--- src/rtl/prot_sup_pkg.sv ---
package prot_sup_pkg;
  typedef enum logic [1:0] {
    OT_IDLE    = 2'd0,
    OT_TRIPPED = 2'd1,
    OT_RELEASE = 2'd2
  } ot_state_e;
endpackage

--- src/rtl/flag_sync_filter.sv ---
// Per-bit synchronizer followed by a persistence filter.
module flag_sync_filter #(
  parameter int           WIDTH       = 4,
  parameter int           SYNC_STAGES = 2,
  parameter int           FILT_LEN    = 4,
  parameter logic [WIDTH-1:0] INIT    = '0
) (
  input  logic             clk,
  input  logic             rst,
  input  logic [WIDTH-1:0] din,
  output logic [WIDTH-1:0] dout
);
  localparam int CW = (FILT_LEN > 2) ? $clog2(FILT_LEN) : 1;
  localparam logic [CW-1:0] CNT_LAST = CW'(FILT_LEN - 1);

  for (genvar i = 0; i < WIDTH; i++) begin : g_bit
    logic [SYNC_STAGES-1:0] chain;
    logic [CW-1:0]          cnt;
    logic                   q;

    always_ff @(posedge clk) begin
      if (rst) begin
        chain <= {SYNC_STAGES{INIT[i]}};
        cnt   <= '0;
        q     <= INIT[i];
      end else begin
        chain <= {chain[SYNC_STAGES-2:0], din[i]};
        if (chain[SYNC_STAGES-1] != q) begin
          if (cnt == CNT_LAST) begin
            q   <= chain[SYNC_STAGES-1];
            cnt <= '0;
          end else begin
            cnt <= cnt + 1'b1;
          end
        end else begin
          cnt <= '0;
        end
      end
    end

    assign dout[i] = q;
  end
endmodule

--- src/rtl/ot_latch.sv ---
// Over-temperature shutdown latch with all-legs reset release protocol.
module ot_latch
  import prot_sup_pkg::*;
#(
  parameter int N_LEGS = 3
) (
  input  logic              clk,
  input  logic              rst,
  input  logic              shut_f,
  input  logic [N_LEGS-1:0] leg_rst_n_f,
  output ot_state_e         state
);
  ot_state_e nxt;
  logic      all_low;
  logic      all_high;

  assign all_low  = ~|leg_rst_n_f;
  assign all_high = &leg_rst_n_f;

  always_comb begin
    nxt = state;
    unique case (state)
      OT_IDLE:    if (shut_f) nxt = OT_TRIPPED;
      OT_TRIPPED: if (!shut_f && all_low) nxt = OT_RELEASE;
      OT_RELEASE: begin
        if (shut_f)        nxt = OT_TRIPPED;
        else if (all_high) nxt = OT_IDLE;
      end
      default:    nxt = OT_TRIPPED;
    endcase
  end

  always_ff @(posedge clk) begin
    if (rst) state <= OT_IDLE;
    else     state <= nxt;
  end
endmodule

--- src/rtl/prot_supervisor.sv ---
module prot_supervisor
  import prot_sup_pkg::*;
#(
  parameter int N_LEGS      = 3,
  parameter int N_SUPPLY    = 2,
  parameter int SYNC_STAGES = 2,
  parameter int FILT_LEN    = 4
) (
  input  logic                clk,
  input  logic                rst,
  input  logic                ot_warn_i,
  input  logic                ot_shut_i,
  input  logic [N_SUPPLY-1:0] uv_i,
  input  logic [N_LEGS-1:0]   oc_lat_i,
  input  logic [N_LEGS-1:0]   leg_rst_n_i,
  output logic                warn_n_o,
  output logic                fault_n_o,
  output logic                hiz_all_o
);
  localparam int W = 2 + N_SUPPLY + 2 * N_LEGS;
  // Supplies assumed bad and leg resets released at power-up.
  localparam logic [W-1:0] INIT = {{N_LEGS{1'b1}}, {N_LEGS{1'b0}}, {N_SUPPLY{1'b1}}, 2'b00};

  logic [W-1:0]        raw, filt;
  logic                warn_f, shut_f, uv_any, oc_any;
  logic [N_LEGS-1:0]   leg_rst_n_f;
  logic                legs_all_low, legs_all_high;
  ot_state_e           ot_state;

  assign raw = {leg_rst_n_i, oc_lat_i, uv_i, ot_shut_i, ot_warn_i};

  flag_sync_filter #(
    .WIDTH(W), .SYNC_STAGES(SYNC_STAGES), .FILT_LEN(FILT_LEN), .INIT(INIT)
  ) u_filt (
    .clk(clk), .rst(rst), .din(raw), .dout(filt)
  );

  assign warn_f        = filt[0];
  assign shut_f        = filt[1];
  assign uv_any        = |filt[2 +: N_SUPPLY];
  assign oc_any        = |filt[2 + N_SUPPLY +: N_LEGS];
  assign leg_rst_n_f   = filt[2 + N_SUPPLY + N_LEGS +: N_LEGS];
  assign legs_all_low  = ~|leg_rst_n_f;
  assign legs_all_high = &leg_rst_n_f;

  ot_latch #(.N_LEGS(N_LEGS)) u_ot (
    .clk(clk), .rst(rst), .shut_f(shut_f), .leg_rst_n_f(leg_rst_n_f), .state(ot_state)
  );

  always_ff @(posedge clk) begin
    if (rst) begin
      warn_n_o  <= 1'b1;
      fault_n_o <= 1'b0;
      hiz_all_o <= 1'b1;
    end else begin
      warn_n_o  <= !warn_f;
      fault_n_o <= !(shut_f || (ot_state == OT_TRIPPED) || uv_any || oc_any);
      hiz_all_o <= shut_f || (ot_state != OT_IDLE) || uv_any;
    end
  end
endmodule

--- config.mk ---
export PLATFORM = sky130hd
export DESIGN_NAME = prot_supervisor
export DESIGN_NICKNAME = d
export VERILOG_FILES = /design/src/rtl/prot_sup_pkg.sv /design/src/rtl/flag_sync_filter.sv /design/src/rtl/ot_latch.sv /design/src/rtl/prot_supervisor.sv
export SDC_FILE = /design/constraint.sdc
export NUM_CORES = 1
export LEC_CHECK = 0
export ABC_AREA = 1
export BUFFER_PORTS_ARGS = -buffer_cell sky130_fd_sc_hd__buf_2
export CAP_MARGIN = 20
export CORE_MARGIN = 3
export CORE_UTILIZATION = 35
export DETAILED_ROUTE_END_ITERATION = 16
export PLACE_DENSITY_LB_ADDON = 0.1
export REMOVE_ABC_BUFFERS = 1
export SLEW_MARGIN = 0
export SYNTH_ARGS = -nofsm -noshare
export SYNTH_HDL_FRONTEND = slang
export SYNTH_SLANG_ARGS = --single-unit
--- constraint.sdc ---
create_clock -name clk -period 1.15 [get_ports clk]
set_input_delay 0.0575 -clock clk [delete_from_list [all_inputs] [get_ports clk]]
set_output_delay 0.0575 -clock clk [all_outputs]
set_load 0.02 [all_outputs]
Word level (Yosys, flattened, before mapping):

Cells that the tools add are included.
Widths: inputs -> output; s select.

* add/subtract/negate cells: 10
* equal/unequal tests: 25
* muxes and demuxes: 5
* bitwise logic cells: 10
* reduce and logical (&&, ||, !) cells: 37

Operators by type and width (number)
* $reduce_or 3->1: 12
* $eq 2x2->1 const B: 11
* $add 2x1->2 const B: 10
* $reduce_and 2->1: 10
* $ne 1x1->1: 10
* $not 1->1: 10
* $mux 2: 4
* $pmux 2 s3: 1
* $reduce_and 3->1: 2
* $logic_or 1x1->1: 5
* $logic_not 1->1: 4
* $ne 3x3->1 const B: 1
* $eq 2x1->1 const B: 1
* $logic_not 2->1: 1
* $ne 2x1->1 const B: 1
* $ne 2x2->1 const B: 1
* $reduce_bool 2->1: 1
* $reduce_or 2->1: 1
* $logic_and 1x1->1: 1

* register bits: 55
* input port bits: 12
* output and inout port bits: 3
* logic and storage cells: 121

Depth between registers and ports, before layout:

* depth in word-level cells: 5
* depth in mapped cells: 4

Modules after synthesis:

Synthesis repeated with hierarchy kept, for this count alone.

* cells, all modules: 253
* area total of the unflattened synthesis: 2130.8 µm²

Modules (own cells, without submodules)
* flag_sync_filter: times used 1, cells an instance 225, area an instance 1916.8 µm²
* prot_supervisor: times used 1, cells an instance 15, area an instance 113.9 µm²
* ot_latch: times used 1, cells an instance 13, area an instance 100.1 µm²

Worst setup path after synthesis:

No wires, ideal clock.

* path type: register to register
* start: register u_filt.g_bit[2].cnt[0]
* end: register u_filt.g_bit[2].q
* library setup time: 123 ps
* arrival: 688 ps
* required time: 1027 ps
* setup slack: 339 ps
* cell stages (with the launch flop): 4
* buffers on the path: 0
* clock period less this slack: 811 ps
* cell sequence: dfxtp_1 > ha_1 > a21oi_1 > o21ai_0

* cells in the longest elaborated chain, start to end: 2

RTL lines
* from (decl): RTL line flag_sync_filter.sv:18 `logic [CW-1:0] cnt;`
* from (signal assigned): RTL line flag_sync_filter.sv:33 `cnt <= cnt + 1'b1;`
* $eq 2x2->1: RTL line flag_sync_filter.sv:29 `if (cnt == CNT_LAST) begin`
* $reduce_and 2->1 (no line)
* to (signal assigned): RTL line flag_sync_filter.sv:25 `q <= INIT[i];`
* to (signal assigned): RTL line flag_sync_filter.sv:30 `q <= chain[SYNC_STAGES-1];`
* to (decl): RTL line flag_sync_filter.sv:19 `logic q;`

Every way passes these cells.
A chain may end at the register's enable or synchronous reset.

Worst setup path in the final report:

* start: register u_filt.g_bit[1].cnt[0]
* end: register u_filt.g_bit[1].cnt[0]

* cells in the longest elaborated chain, start to end: 2
* elaborated cells between the ends (all ways): 3
* classes of those cells: 1 x add/sub; 1 x eq/ne; 1 x reduce/logical

RTL lines (RTL line)
* from (decl): flag_sync_filter.sv:18
* from (signal assigned): flag_sync_filter.sv:33
* $eq 2x2->1: flag_sync_filter.sv:29
* $reduce_or 3->1 (no line)

Several ways; a longest one is shown, not always the timed one.

==> results.cfg <==
[run_status]
status = complete, no violations

[drt]
drtIter0Drc = 35
drtAntennaViolNets = 0
first_pass_iters = 4
drc = 0
num_vias = 1290
vias_per_cell = 4.06
routed_wl_mm = 2.77
detail_route.wl_per_cell_um = 8.71

[place]
dp_hpwl_mm = 1.90
dpl_cell_area_mm2 = 0.00206
portBuffers = 14
gp_congestion = 0.700

[floorplanning]
rows = 26
dieHeight_um = 80.0
die_width_um = 80.0
die_area_mm2 = 0.00639
start_util_pct = 36.8
core_area_mm2 = 0.00520
num_io_pins = 15

[clock_tree]
cts.sinks = 55
cts_buffer_depth = 2
path_clk_slew_ns = 0.09
cts-root-buf = clkbuf_8
clock_latency_ns = 0.30
cts_tree = yes
numCtsBuffers = 5
htree_levels = 2

[sta]
setup_viol = 0
setup_tns_ns = 0
rsz0062_at_grt = false
fin_worst_skew_ns = 0.00379
maxSlewHeadroom_pct = 75.8
tightestPinTransition_ns = 0.362
timing.fmax_mhz = 1110
finalHoldViolCount = 0
post-route-period-util_pct = 78.1
fin_crit_ns = 0.899
whs_ns = 0.136
drv_slew = 0

[cells_and_area]
num_antenna_cells = 0
mostFrequentLayoutCells = dfxtp_1 (55), nor2_1 (53), inv_1 (33)
layout_commonest_cell = dfxtp_1
multi_input_area_um2 = 653
final_cell_area_mm2 = 0.00228
seqCellArea_mm2 = 0.00110
nets = 269
nFillCells = 513
area_growth_pct = 19.0
drive_gt1_share_pct = 13.3
final_core_util_pct = 43.8

[power_and_ir_drop]
total_power_mw = 3.41
p_leak_nw = 1.04
power_density_mw_per_mm2 = 1500
peakVddDrop_mv = 0.925

[global_routing]
grt_antenna_before_repair = 0
busiest_layer = met2
grt_overflow_total = 0
grt_pass1_vias = 1118
grt_pass1_wl_mm = 4.72
gr-usage-met1_pct = 12.5
gr-usage-met2_pct = 13.8
grt_max_degree = 22
grt_use_met3_pct = 3.05
grtUsageTotal_pct = 9.52

[critical_path]
critPathLaunchType = flip-flop
r2r-end = u_filt.g_bit[1].cnt[0]
crit_type = flip-flop to flip-flop
end_kind = flip-flop
reg2reg_from = u_filt.g_bit[1].cnt[0]
rr_worst_depth = 4
required_ns = 1.40
worst-path-max-fanout = 3
r2r_setup_slack_ns = 0.25
cp_data_arrival_time_ns = 1.15

[synthesis]
ys_types = 19
synth.yosys.seq_area_share_pct = 57.5
syn-cell-area_mm2 = 0.00191
synth_seq_cells = 55
ys_warn_count = 0
syn_inst = 219
avgSynthCellArea_um2 = 8.74

[worst_hold_path]
worstHoldPathType = primary input to flip-flop
hold-path-cell-count = 2
worstHoldStart = rst
hold_end = u_filt.g_bit[0].chain[0]

[run]
cap_violations = 0
[synthesized netlist by cell type (all sizes together)]
| cell | number | area [um2] |
|---|---|---|
| dfxtp | 55 | 1100 |
| nor2 | 54 | 205 |
| inv | 34 | 128 |
| a21oi | 22 | 110 |
| nand2 | 12 | 45.0 |
| o21ai | 11 | 55.1 |
| ha | 10 | 125 |
| or2 | 10 | 62.6 |
| buf | 3 | 27.5 |
| nand3 | 3 | 15.0 |
| a31oi | 1 | 6.26 |
| clkbuf | 1 | 5.00 |
| nand4 | 1 | 6.26 |
| nor3 | 1 | 10.0 |
| nor3b | 1 | 12.5 |
[sequential cells by signal (all words and copies together) (netlist names)]
register and flops:
u_filt.g_bit.chain 20, u_filt.g_bit.cnt 20, u_filt.g_bit.q 10, u_ot.state 2
fault_n_o 1, hiz_all_o 1, warn_n_o 1
[cell families after synthesis]
logic type,after synthesis,share of synthesized area [%]
adders and majority gates,10,6.54
DFF,55,57.5
and+or+nand+nor,82,18.6
buffers and inverters,38,8.37
AOI/OAI and AO/OA,34,8.95
[per-stage QoR]
stage	std cells	setup WS [ns]
after floorplan	215	0.339
after global placement	300	0.254
after detailed placement	300	0.245
after CTS	318	0.248
after global routing	318	0.148
final	318	0.251
[per-layer routing]
layer	up-vias	routed length (um)	part of all wire (%)
met3	5	104	3.8
met2	16	1120	40
met5	-	0	0
li1	729	-	-
met1	540	1500	54
met4	0	44	1.6
[worst max-delay path, stage by stage (launching register included)]
cell and delay [ns]:
dfxtp_1 0.33, ha_1 0.23, a21oi_1 0.12, nand2_1 0.09, nor2_1 0.08
[layout make-up]
class / instances / share of cell area, %
repair buffers: 25 / 8.35
flip-flops and latches: 55 / 48.4
multi-input cells: 126 / 28.7
clock inverters: 2 / 1.54
well taps: 70 / 3.85
clock buffers: 6 / 3.63
inverters: 34 / 5.60
[where the power goes]
part           internal (mW)  leakage (nW)  switching (mW)
clock                  0.705        0.0612           0.604
sequential              1.95         0.449          0.0180
combinational         0.0741         0.530          0.0622
total                   2.73          1.04           0.685
[repair_timing]
item / in CTS / in global routing
hold buffers: 10 / 0
gates resized for setup: 0 / 0
setup buffers: 0 / 0
hold endpoints to repair: 10 / 0
[worst max-delay path by stage]
stage                          endpoint  cells past startpoint                    from  slack (ns)
2_1_floorplan         u_filt.g_bit[2].q                      3  u_filt.g_bit[2].cnt[0]        0.34
3_3_place_gp   u_filt.g_bit[8].chain[0]                      3                     rst        0.25
3_5_place_dp   u_filt.g_bit[7].chain[0]                      3                     rst        0.24
4_1_cts          u_filt.g_bit[1].cnt[1]                      4  u_filt.g_bit[1].cnt[0]        0.25
5_1_grt          u_filt.g_bit[1].cnt[1]                      4  u_filt.g_bit[1].cnt[0]        0.15
6_report         u_filt.g_bit[1].cnt[0]                      4  u_filt.g_bit[1].cnt[0]        0.25
(Power assumes the default switching activity.)
